## src/rtl/gpc_pkg.sv

```systemverilog
package gpc_pkg;

  typedef enum logic [1:0] {
    SRC_MANUAL    = 2'd0,
    SRC_GAIN_AUTO = 2'd1,
    SRC_FULL_AUTO = 2'd2
  } coef_src_e;

  // Clamp a wide signed value into a w-bit signed range.
  function automatic longint sat_val(input longint v, input int unsigned w);
    longint hi;
    longint lo;
    hi = (longint'(1) <<< (w - 1)) - 1;
    lo = -(longint'(1) <<< (w - 1));
    if (v > hi) return hi;
    if (v < lo) return lo;
    return v;
  endfunction

endpackage

```

## src/rtl/gpc_coef_sel.sv

```systemverilog
module gpc_coef_sel
  import gpc_pkg::*;
#(
  parameter int COEF_W = 16,
  parameter int SHIFT_W = 2
) (
  input  logic              est_enable,
  input  logic              auto_gain_en,
  input  logic              auto_phase_en,
  input  logic [SHIFT_W-1:0] headroom_shift,
  input  logic [COEF_W-1:0] est_gain_sin,
  input  logic [COEF_W-1:0] est_gain_cos,
  input  logic [COEF_W-1:0] est_phase,
  input  logic [COEF_W-1:0] man_gain_sin,
  input  logic [COEF_W-1:0] man_gain_cos,
  input  logic [COEF_W-1:0] man_phase,
  output logic [COEF_W-1:0] sel_gain_sin,
  output logic [COEF_W-1:0] sel_gain_cos,
  output logic [COEF_W-1:0] sel_phase
);

  coef_src_e src;

  always_comb begin
    if (!est_enable || !auto_gain_en) src = SRC_MANUAL;
    else if (auto_phase_en)           src = SRC_FULL_AUTO;
    else                              src = SRC_GAIN_AUTO;
  end

  always_comb begin
    sel_gain_sin = man_gain_sin;
    sel_gain_cos = man_gain_cos;
    sel_phase    = man_phase;
    unique case (src)
      SRC_GAIN_AUTO: begin
        sel_gain_sin = est_gain_sin >> headroom_shift;
        sel_gain_cos = est_gain_cos >> headroom_shift;
      end
      SRC_FULL_AUTO: begin
        sel_gain_sin = est_gain_sin >> headroom_shift;
        sel_gain_cos = est_gain_cos >> headroom_shift;
        sel_phase    = est_phase;
      end
      default: ;
    endcase
  end

endmodule

```

## src/rtl/gpc_gain_lane.sv

```systemverilog
module gpc_gain_lane
  import gpc_pkg::*;
#(
  parameter int DATA_W = 16,
  parameter int COEF_W = 16,
  parameter int GAIN_FRAC = 14
) (
  input  logic                     clk,
  input  logic                     rst_n,
  input  logic                     in_valid,
  input  logic signed [DATA_W-1:0] sample,
  input  logic [COEF_W-1:0]        gain,
  output logic signed [DATA_W-1:0] scaled
);

  localparam int PW = DATA_W + COEF_W + 1;
  localparam logic signed [PW-1:0] HALF = PW'(longint'(1) <<< (GAIN_FRAC - 1));
  localparam logic [COEF_W-1:0] UNITY = COEF_W'(longint'(1) <<< GAIN_FRAC);

  logic signed [PW-1:0] prod_w;
  logic signed [PW-1:0] shifted_w;

  assign prod_w    = PW'(sample) * PW'($signed({1'b0, gain}));
  assign shifted_w = (prod_w + HALF) >>> GAIN_FRAC;

  always_ff @(posedge clk) begin
    if (!rst_n)        scaled <= '0;
    else if (in_valid) scaled <= DATA_W'(sat_val(longint'(shifted_w), DATA_W));
  end

  // unity gain leaves the sample untouched
  assert_unity_gain_R1: assert property (@(posedge clk) disable iff (!rst_n)
    (in_valid && gain == UNITY) |=> scaled == $past(sample));

  // the lane holds its value between beats
  assert_lane_hold_R7: assert property (@(posedge clk) disable iff (!rst_n)
    !in_valid |=> $stable(scaled));

endmodule

```

## src/rtl/gpc_phase_mix.sv

```systemverilog
module gpc_phase_mix
  import gpc_pkg::*;
#(
  parameter int DATA_W = 16,
  parameter int COEF_W = 16,
  parameter int PHASE_FRAC = 15
) (
  input  logic                     clk,
  input  logic                     rst_n,
  input  logic                     in_valid,
  input  logic signed [DATA_W-1:0] sin_g,
  input  logic signed [DATA_W-1:0] cos_g,
  input  logic signed [COEF_W-1:0] phase,
  output logic                     out_valid,
  output logic signed [DATA_W-1:0] out_sin,
  output logic signed [DATA_W-1:0] out_cos
);

  localparam int MW = DATA_W + COEF_W;
  localparam logic signed [MW-1:0] HALF = MW'(longint'(1) <<< (PHASE_FRAC - 1));
  localparam logic signed [DATA_W-1:0] SMAX = {1'b0, {(DATA_W-1){1'b1}}};
  localparam logic signed [DATA_W-1:0] SMIN = {1'b1, {(DATA_W-1){1'b0}}};

  logic signed [MW-1:0] mix_w;
  logic signed [MW-1:0] mix_sh;
  longint               sum_l;

  assign mix_w  = MW'(sin_g) * MW'(phase);
  assign mix_sh = (mix_w + HALF) >>> PHASE_FRAC;
  assign sum_l  = longint'(cos_g) + longint'(mix_sh);

  always_ff @(posedge clk) begin
    if (!rst_n) begin
      out_valid <= 1'b0;
      out_sin   <= '0;
      out_cos   <= '0;
    end else begin
      out_valid <= in_valid;
      if (in_valid) begin
        out_sin <= sin_g;
        out_cos <= DATA_W'(sat_val(sum_l, DATA_W));
      end
    end
  end

  // overflowing mix clamps at the rails
  assert_clip_high_R6: assert property (@(posedge clk) disable iff (!rst_n)
    (in_valid && sum_l > longint'(SMAX)) |=> out_cos == SMAX);
  assert_clip_low_R6: assert property (@(posedge clk) disable iff (!rst_n)
    (in_valid && sum_l < longint'(SMIN)) |=> out_cos == SMIN);

  // one stage of latency here, data held between beats
  assert_stage_valid_R7: assert property (@(posedge clk) disable iff (!rst_n)
    in_valid |=> out_valid);
  assert_stage_idle_R7: assert property (@(posedge clk) disable iff (!rst_n)
    !in_valid |=> (!out_valid && $stable(out_cos) && $stable(out_sin)));

endmodule

```

## src/rtl/gain_phase_corrector.sv

```systemverilog
module gain_phase_corrector
  import gpc_pkg::*;
#(
  parameter int DATA_W = 16,
  parameter int COEF_W = 16,
  parameter int GAIN_FRAC = 14,
  parameter int PHASE_FRAC = 15,
  parameter int SHIFT_W = 2
) (
  input  logic                     clk,
  input  logic                     rst_n,
  input  logic                     in_valid,
  input  logic signed [DATA_W-1:0] in_sin,
  input  logic signed [DATA_W-1:0] in_cos,
  input  logic                     est_enable,
  input  logic                     auto_gain_en,
  input  logic                     auto_phase_en,
  input  logic [SHIFT_W-1:0]       headroom_shift,
  input  logic [COEF_W-1:0]        est_gain_sin,
  input  logic [COEF_W-1:0]        est_gain_cos,
  input  logic [COEF_W-1:0]        est_phase,
  input  logic [COEF_W-1:0]        man_gain_sin,
  input  logic [COEF_W-1:0]        man_gain_cos,
  input  logic [COEF_W-1:0]        man_phase,
  output logic                     out_valid,
  output logic signed [DATA_W-1:0] out_sin,
  output logic signed [DATA_W-1:0] out_cos
);

  localparam int NCH = 2;  // lane 0 = sine, lane 1 = cosine

  logic [COEF_W-1:0]        sel_gain_sin, sel_gain_cos, sel_phase;
  logic signed [DATA_W-1:0] lane_in  [NCH];
  logic [COEF_W-1:0]        lane_g   [NCH];
  logic signed [DATA_W-1:0] lane_out [NCH];
  logic                     s1_valid;
  logic signed [COEF_W-1:0] s1_phase;

  gpc_coef_sel #(.COEF_W(COEF_W), .SHIFT_W(SHIFT_W)) i_sel (
    .est_enable    (est_enable),
    .auto_gain_en  (auto_gain_en),
    .auto_phase_en (auto_phase_en),
    .headroom_shift(headroom_shift),
    .est_gain_sin  (est_gain_sin),
    .est_gain_cos  (est_gain_cos),
    .est_phase     (est_phase),
    .man_gain_sin  (man_gain_sin),
    .man_gain_cos  (man_gain_cos),
    .man_phase     (man_phase),
    .sel_gain_sin  (sel_gain_sin),
    .sel_gain_cos  (sel_gain_cos),
    .sel_phase     (sel_phase)
  );

  assign lane_in[0] = in_sin;
  assign lane_in[1] = in_cos;
  assign lane_g[0]  = sel_gain_sin;
  assign lane_g[1]  = sel_gain_cos;

  for (genvar ch = 0; ch < NCH; ch++) begin : g_lane
    gpc_gain_lane #(.DATA_W(DATA_W), .COEF_W(COEF_W), .GAIN_FRAC(GAIN_FRAC)) i_lane (
      .clk     (clk),
      .rst_n   (rst_n),
      .in_valid(in_valid),
      .sample  (lane_in[ch]),
      .gain    (lane_g[ch]),
      .scaled  (lane_out[ch])
    );
  end

  // Phase coefficient travels with its sample
  always_ff @(posedge clk) begin
    if (!rst_n) begin
      s1_valid <= 1'b0;
      s1_phase <= '0;
    end else begin
      s1_valid <= in_valid;
      if (in_valid) s1_phase <= $signed(sel_phase);
    end
  end

  gpc_phase_mix #(.DATA_W(DATA_W), .COEF_W(COEF_W), .PHASE_FRAC(PHASE_FRAC)) i_mix (
    .clk      (clk),
    .rst_n    (rst_n),
    .in_valid (s1_valid),
    .sin_g    (lane_out[0]),
    .cos_g    (lane_out[1]),
    .phase    (s1_phase),
    .out_valid(out_valid),
    .out_sin  (out_sin),
    .out_cos  (out_cos)
  );

  // manual phase whenever full automatic mode is not selected
  assert_manual_phase_R4: assert property (@(posedge clk) disable iff (!rst_n)
    (in_valid && !(est_enable && auto_gain_en && auto_phase_en))
      |=> s1_phase == $signed($past(man_phase)));

  // captured phase cannot move between beats
  assert_coef_frozen_R8: assert property (@(posedge clk) disable iff (!rst_n)
    !in_valid |=> $stable(s1_phase));

  // nothing valid while reset is held
  assert_reset_quiet_R9: assert property (@(posedge clk)
    !rst_n |=> (!out_valid && out_sin == '0 && out_cos == '0));

endmodule

```

## config.mk

```make
export PLATFORM = sky130hd
export DESIGN_NAME = gain_phase_corrector
export DESIGN_NICKNAME = d
export VERILOG_FILES = /design/src/rtl/gpc_pkg.sv /design/src/rtl/gpc_coef_sel.sv /design/src/rtl/gpc_gain_lane.sv /design/src/rtl/gpc_phase_mix.sv /design/src/rtl/gain_phase_corrector.sv
export SDC_FILE = /design/constraint.sdc
export NUM_CORES = 2
export LEC_CHECK = 0
export ABC_AREA = 1
export ABC_CLOCK_PERIOD_IN_PS = 12300
export BUFFER_PORTS_ARGS = -buffer_cell sky130_fd_sc_hd__clkbuf_2
export CAP_MARGIN = 20
export CORE_ASPECT_RATIO = 1.1
export CORE_MARGIN = 5
export CORE_UTILIZATION = 57
export CTS_CLUSTER_DIAMETER = 80
export DETAILED_ROUTE_END_ITERATION = 10
export GPL_ROUTABILITY_DRIVEN = 0
export PLACE_DENSITY = 0.81
export SLEW_MARGIN = 20
export SYNTH_ARGS = -nofsm -noshare
export SYNTH_HDL_FRONTEND = slang
export SYNTH_SLANG_ARGS = --single-unit
```

## constraint.sdc

```tcl
create_clock -name clk -period 12.3 [get_ports clk]
set_clock_uncertainty 0.15 [all_clocks]
set_input_delay 1.23 -clock clk [delete_from_list [all_inputs] [get_ports clk]]
set_output_delay 1.23 -clock clk [all_outputs]
set_load 0.05 [all_outputs]
```

**Yosys cells after proc, flatten, opt, wreduce, memory -nomap -nowiden**

Cells that the tools add are included.

- Add/sub/neg operators: 4
- $mul: 3
- Magnitude comparators: 6
- Eq/ne operators: 2
- Shifts and indexed selects: 2
- Multiplexer cells: 38
- Reduce and logical (&&, ||, !) cells: 4

Operator list:

| kind | count |
|---|---|
| 16-bit 2-to-1 mux | 12 |
| 33-bit by 15-bit adder with 33-bit output (second input constant) | 2 |
| 16-bit by 17-bit multiplier with 33-bit output | 2 |
| 15-bit 2-to-1 mux | 3 |
| 19-bit by 16-bit > comparator with 1-bit output (second input constant) | 2 |
| 19-bit by 16-bit < comparator with 1-bit output (second input constant) | 2 |
| 32-bit by 16-bit adder with 32-bit output (second input constant) | 1 |
| 16-bit by 16-bit multiplier with 32-bit output | 1 |
| 16-bit by 2-bit >> shifter with 16-bit output | 2 |
| 1-bit 2-to-1 mux | 21 |
| 16-bit by 17-bit adder with 18-bit output | 1 |
| 18-bit by 16-bit > comparator with 1-bit output (second input constant) | 1 |
| 18-bit by 16-bit < comparator with 1-bit output (second input constant) | 1 |
| 2-bit 2-to-1 mux | 2 |
| 2-bit by 1-bit equality test with 1-bit output (second input constant) | 1 |
| 2-bit equality test (second input constant) | 1 |
| 1-bit logical NOT | 2 |
| 2-bit OR reduction | 1 |
| 1-bit logical OR | 1 |

- Flip-flop bits (word level): 82
- Output and inout port bits: 33
- Word-level logic and storage cells: 66

**Longest topological paths before layout**

- Word-level depth: 17
- Mapped depth: 39
- Gate-level depth less buffers: 37

**Hierarchy**

A second synthesis with hierarchy kept.

- Cell total of the unflattened synthesis: 4772
- Area total of the unflattened synthesis: 34195.3 um^2

By module, submodules not included:

| module | instances | cells an instance | area each (um^2) |
|---|---|---|---|
| gpc_phase_mix | 1 | 1674 | 12579.6 |
| gpc_gain_lane at g_lane[1].i_lane | 1 | 1351 | 9857.0 |
| gpc_gain_lane at g_lane[0].i_lane | 1 | 1350 | 9851.9 |
| gpc_coef_sel | 1 | 292 | 1184.9 |
| gain_phase_corrector | 1 | 105 | 721.9 |

**Worst setup path before layout**

OpenSTA, ideal clock, no wires.

- Path kind: input-to-reg
- Start point: in headroom_shift[0]
- End point: reg g_lane[1].i_lane.scaled[10]
- Setup time: 122 ps
- Arrival time: 7402 ps
- Setup slack: 4626 ps
- Stages on the path: 35
- Path through: inv_2 -> buf_6 -> clkbuf_1 -> o21ai_0 -> nand2_1 -> nand3_1 -> inv_1 -> clkbuf_1 -> nand2_1 -> fa_1 -> inv_1 -> fa_1 -> inv_1 -> fa_1 -> inv_1 -> fa_1 -> inv_1 -> fa_1 -> inv_1 -> fa_1 -> ha_1 -> nand2_1 -> nor3_1 -> nand4_1 -> o21ai_2 -> nand2_1 -> nand2_2 -> nand2_1 -> nand2_1 -> nand2_1 -> nand2_1 -> nor2_1 -> nor2_4 -> buf_6 -> a21oi_2

- Cells in the longest elaborated chain, start to end: 11

RTL lines:

| item | line | text |
|---|---|---|
| from (decl) | gain_phase_corrector.sv:18 | `input logic [SHIFT_W-1:0] headroom_shift,` |
| 16-bit by 2-bit >> shifter with 16-bit output * | gpc_coef_sel.sv:37, gpc_coef_sel.sv:41 |  |
| 16-bit 2-to-1 mux * | n/a |  |
| 16-bit by 17-bit multiplier with 33-bit output * | gpc_gain_lane.sv:23 | `assign prod_w = PW'(sample) * PW'($signed({1'b0, gain}));` |
| 33-bit by 15-bit adder with 33-bit output * | gpc_gain_lane.sv:24 | `assign shifted_w = (prod_w + HALF) >>> GAIN_FRAC;` |
| 19-bit by 16-bit < comparator with 1-bit output | gpc_pkg.sv:16 | `if (v < lo) return lo;` |
| 1-bit 2-to-1 mux (2 in a row) | gpc_pkg.sv:16 |  |
| 1-bit 2-to-1 mux | gpc_gain_lane.sv:28 | `else if (in_valid) scaled <= DATA_W'(sat_val(longint'(shifted_w), DATA_W));` |
| 1-bit 2-to-1 mux | gpc_gain_lane.sv:27 | `if (!rst_n) scaled <= '0;` |
| 16-bit 2-to-1 mux | gpc_pkg.sv:17 | `return v;` |
| 16-bit 2-to-1 mux * | gpc_pkg.sv:16 |  |
| to (signal assigned) | gpc_gain_lane.sv:28 |  |
| to (decl) | gpc_gain_lane.sv:13 | `output logic signed [DATA_W-1:0] scaled` |

Every way passes the cells marked *; elsewhere a longest branch is shown, timed or not. The select of a mux whose other input is x is not followed.
A chain may end at the register's enable or synchronous reset.

**Final worst setup path**

- Start point: reg g_lane[0].i_lane.scaled[15]
- End point: reg i_mix.out_cos[2]

- Cells in the longest elaborated chain, start to end: 10

RTL lines:

| item | line | text |
|---|---|---|
| from (decl) | gpc_gain_lane.sv:13 |  |
| from (signal assigned) | gpc_gain_lane.sv:28 |  |
| 16-bit by 16-bit multiplier with 32-bit output * | gpc_phase_mix.sv:28 | `assign mix_w = MW'(sin_g) * MW'(phase);` |
| 32-bit by 16-bit adder with 32-bit output * | gpc_phase_mix.sv:29 | `assign mix_sh = (mix_w + HALF) >>> PHASE_FRAC;` |
| 16-bit by 17-bit adder with 18-bit output * | gpc_phase_mix.sv:30 | `assign sum_l = longint'(cos_g) + longint'(mix_sh);` |
| 18-bit by 16-bit < comparator with 1-bit output | gpc_pkg.sv:16 |  |
| 1-bit 2-to-1 mux (2 in a row) | gpc_pkg.sv:16 |  |
| 1-bit 2-to-1 mux | gpc_phase_mix.sv:39 | `if (in_valid) begin` |
| 1-bit 2-to-1 mux | gpc_phase_mix.sv:33 | `if (!rst_n) begin` |
| 16-bit 2-to-1 mux | gpc_pkg.sv:17 |  |
| 16-bit 2-to-1 mux * | gpc_pkg.sv:16 |  |
| to (signal assigned) | gpc_phase_mix.sv:41 | `out_cos <= DATA_W'(sat_val(sum_l, DATA_W));` |
| to (decl) | gpc_phase_mix.sv:16 | `output logic signed [DATA_W-1:0] out_cos` |

Marks and branches as above.

==> results.toml <==
[drt]
drtIter0Drc = 2261
top_layer = "met4"
vias = 27625
wl_met3_mm = 7.22
route.detailed.drc = 1
wire_per_inst_um = 17.0
drt_wl_total_mm = 85.5
routed-wl-met2_mm = 41.8
drtPass1Iterations = 9
wl_met1_mm = 32.1
ant_nets = 0
detail_route.vias_per_cell = 5.50

[setup_path]
crit_path_max_incr_delay_ns = 0.85
critPathRequiredTime_ns = 12.44
crit_slowest_cell = "dfxtp_1"
rrSetupSlack_ns = 3.41
start_kind = "register"
cp.arrival_ns = 9.02
ff2ff_path_depth = 31
worstPathMaxFanout = 18
timing.rr.start = "g_lane[0].i_lane.scaled[15]"
crit_type = "register to register"
cp-end-kind = "register"
r2r-end = "i_mix.out_cos[2]"

[cts]
postCtsSetupBuffers = 0
clockRootBuffer = "clkbuf_16"
clock_latency_ns = 0.37
tritoncts = "built"
cts_resized = 0
cts_num_sinks = 82
clk_pin_slew_ns = 0.07
cts_made_buffers = 9
h-tree-depth = 3
cts_hold_buf = 0
clock_path_buffers = 2

[job]
drv_cap = 0

[sta]
worstMarginPinSlew_ns = 1.04
final.min_clock_period_ns = 8.89
rsz0062_at_grt = "no"
hold_violations = 0
tns_ns = 0
slew_headroom_pct = 30.7
fmax_ghz = 0.113
setup_violations = 0
finalWorstSetupSlack_ns = 3.41
finalMaxSlewViolations = 0
min_period_over_period_pct = 72.3

[placement]
portBuffers = 168
post-place-ws_ns = 3.29
dp_hpwl_mm = 71.3

[synthesis]
synth.avg_cell_area_um2 = 7.62
yosys_warnings = 0
synthDistinctLibCells = 50
syn_inst = 4239
seq_area_frac_synth_pct = 5.08
ys_ff_latch = 82
synth_nets = 5354
netlist_area_mm2 = 0.0323

[final_layout]
final_common_cell = "inv_1"
mostFrequentLayoutCells = "1082 x inv_1, 998 x nand2_1, 651 x fa_1"
drive_gt1_share_pct = 6.80
area_growth_pct = 4.85
diodes = 0
nNetsFinal = 5393
post-route-util_pct = 60.3

[floorplan]
io_pins = 169
start_util_pct = 57.5
dieArea_mm2 = 0.0615
die_w_um = 237
die_h_um = 260
core_mm2 = 0.0561
rows = 91

[global_route]
track_usage_pct = 28.5
grt_pass1_vias = 29113
grt_max_degree = 81
grt_pass1_wl_mm = 143
grt.overflow.total = 0
grt_antenna_before_repair = 1

[outcome]
violations = "DRC"
status = "complete, but fails checks"

[min_path]
min_path_type = "register to register"
whs_endpoint = "s1_phase[15]"
hold_depth = 2
holdCritStartpoint = "s1_phase[15]"
[worst max path at each step]
stage          cells after the start  slack, ns                     endpoint                        start
2_1_floorplan                     35       4.63  g_lane[1].i_lane.scaled[10]            headroom_shift[0]
3_3_place_gp                      30       3.45   g_lane[0].i_lane.scaled[1]                   est_enable
3_5_place_dp                      32       3.29   g_lane[0].i_lane.scaled[2]            headroom_shift[0]
4_1_cts                           30       3.51             i_mix.out_cos[2]  g_lane[0].i_lane.scaled[15]
5_1_grt                           31       2.88             i_mix.out_cos[2]  g_lane[0].i_lane.scaled[15]
6_report                          31       3.41             i_mix.out_cos[2]  g_lane[0].i_lane.scaled[15]
[flip-flops by register name (all words and copies together), names as in the netlist]
signal,count
g_lane.i_lane.scaled,32
i_mix.out_cos,16
i_mix.out_sin,16
i_mix.out_valid,1
s1_phase,16
s1_valid,1
[stage by stage]
stage	hold slack, ns	cells	cell area [µm²]
after global placement	0.314	5011	33600
after global routing	0.386	5026	33900
after detailed placement	0.333	5011	33600
after floorplan	0.299	4239	32300
after CTS	0.350	5026	33900
final	0.345	5026	33900
[Yosys cell counts (all sizes together)]
cell	n	area (µm²)
o21a	2	15.0
a31o	1	8.76
o221ai	1	8.76
fa	651	13000
a211oi	1	7.51
a221oi	5	43.8
o211a	1	10.0
ha	328	4100
or2	34	213
o31ai	2	15.0
o211ai	17	128
xor2	52	455
buf	21	119
o21ai	139	703
nand2	1013	3840
xnor2	21	184
a31oi	18	113
and2	3	18.8
o41ai	1	8.76
nor3	15	75.1
nor4	4	25.0
a21boi	4	30.0
a21oi	145	801
and3	1	6.26
clkbuf	135	507
o221a	3	33.8
clkinv	11	41.3
nand4	18	113
nand3	92	505
inv	1085	4070
mux2i	2	20.0
o21bai	10	75.1
nor2	305	1200
a21o	14	105
dfxtp	82	1640
nand3b	2	15.0
[worst max-delay path: cells and delay by family, from the launching register on]
| family | cells | cell delay, ns |
|---|---|---|
| buffers and inverters | 7 | 0.96 |
| and+or+nand+nor | 7 | 0.95 |
| AOI/OAI and AO/OA | 8 | 2.01 |
| xor gates and xnor gates | 1 | 0.21 |
| DFF | 1 | 0.85 |
| adders and majority gates | 8 | 3.66 |
[final cells by class]
class	instances	area (µm²)
multi-input cells	2905	25900
fillers	4914	22300
inverters	1096	4110
flip-flops and latches	82	1640
repair buffers	184	961
well taps	744	931
clock buffers	9	225
clock inverters	6	67.6
[metal layers]
metal  up-vias  track usage (%)
li1      12514                -
met1     13423             36.0
met2      1359             49.9
met3       329             3.72
met4         0             11.6
met5         -                0
[kinds of logic (layout without fill, tap and decap cells)]
logic type      Yosys count  in the layout  share of synthesized area [%]
compound gates          364            364                           6.52
fa+ha+maj               979            979                           53.1
mux                       2              2                         0.0620
buf+inv                1252           1295                           14.7
simple gates           1487           1487                           18.6
xor+xnor                 73             73                           1.98
flops                    82             82                           5.08
Power is left out: the tool's default activity adds up to more than one toggle a clock period on the data nets, which glitch-free logic cannot reach.
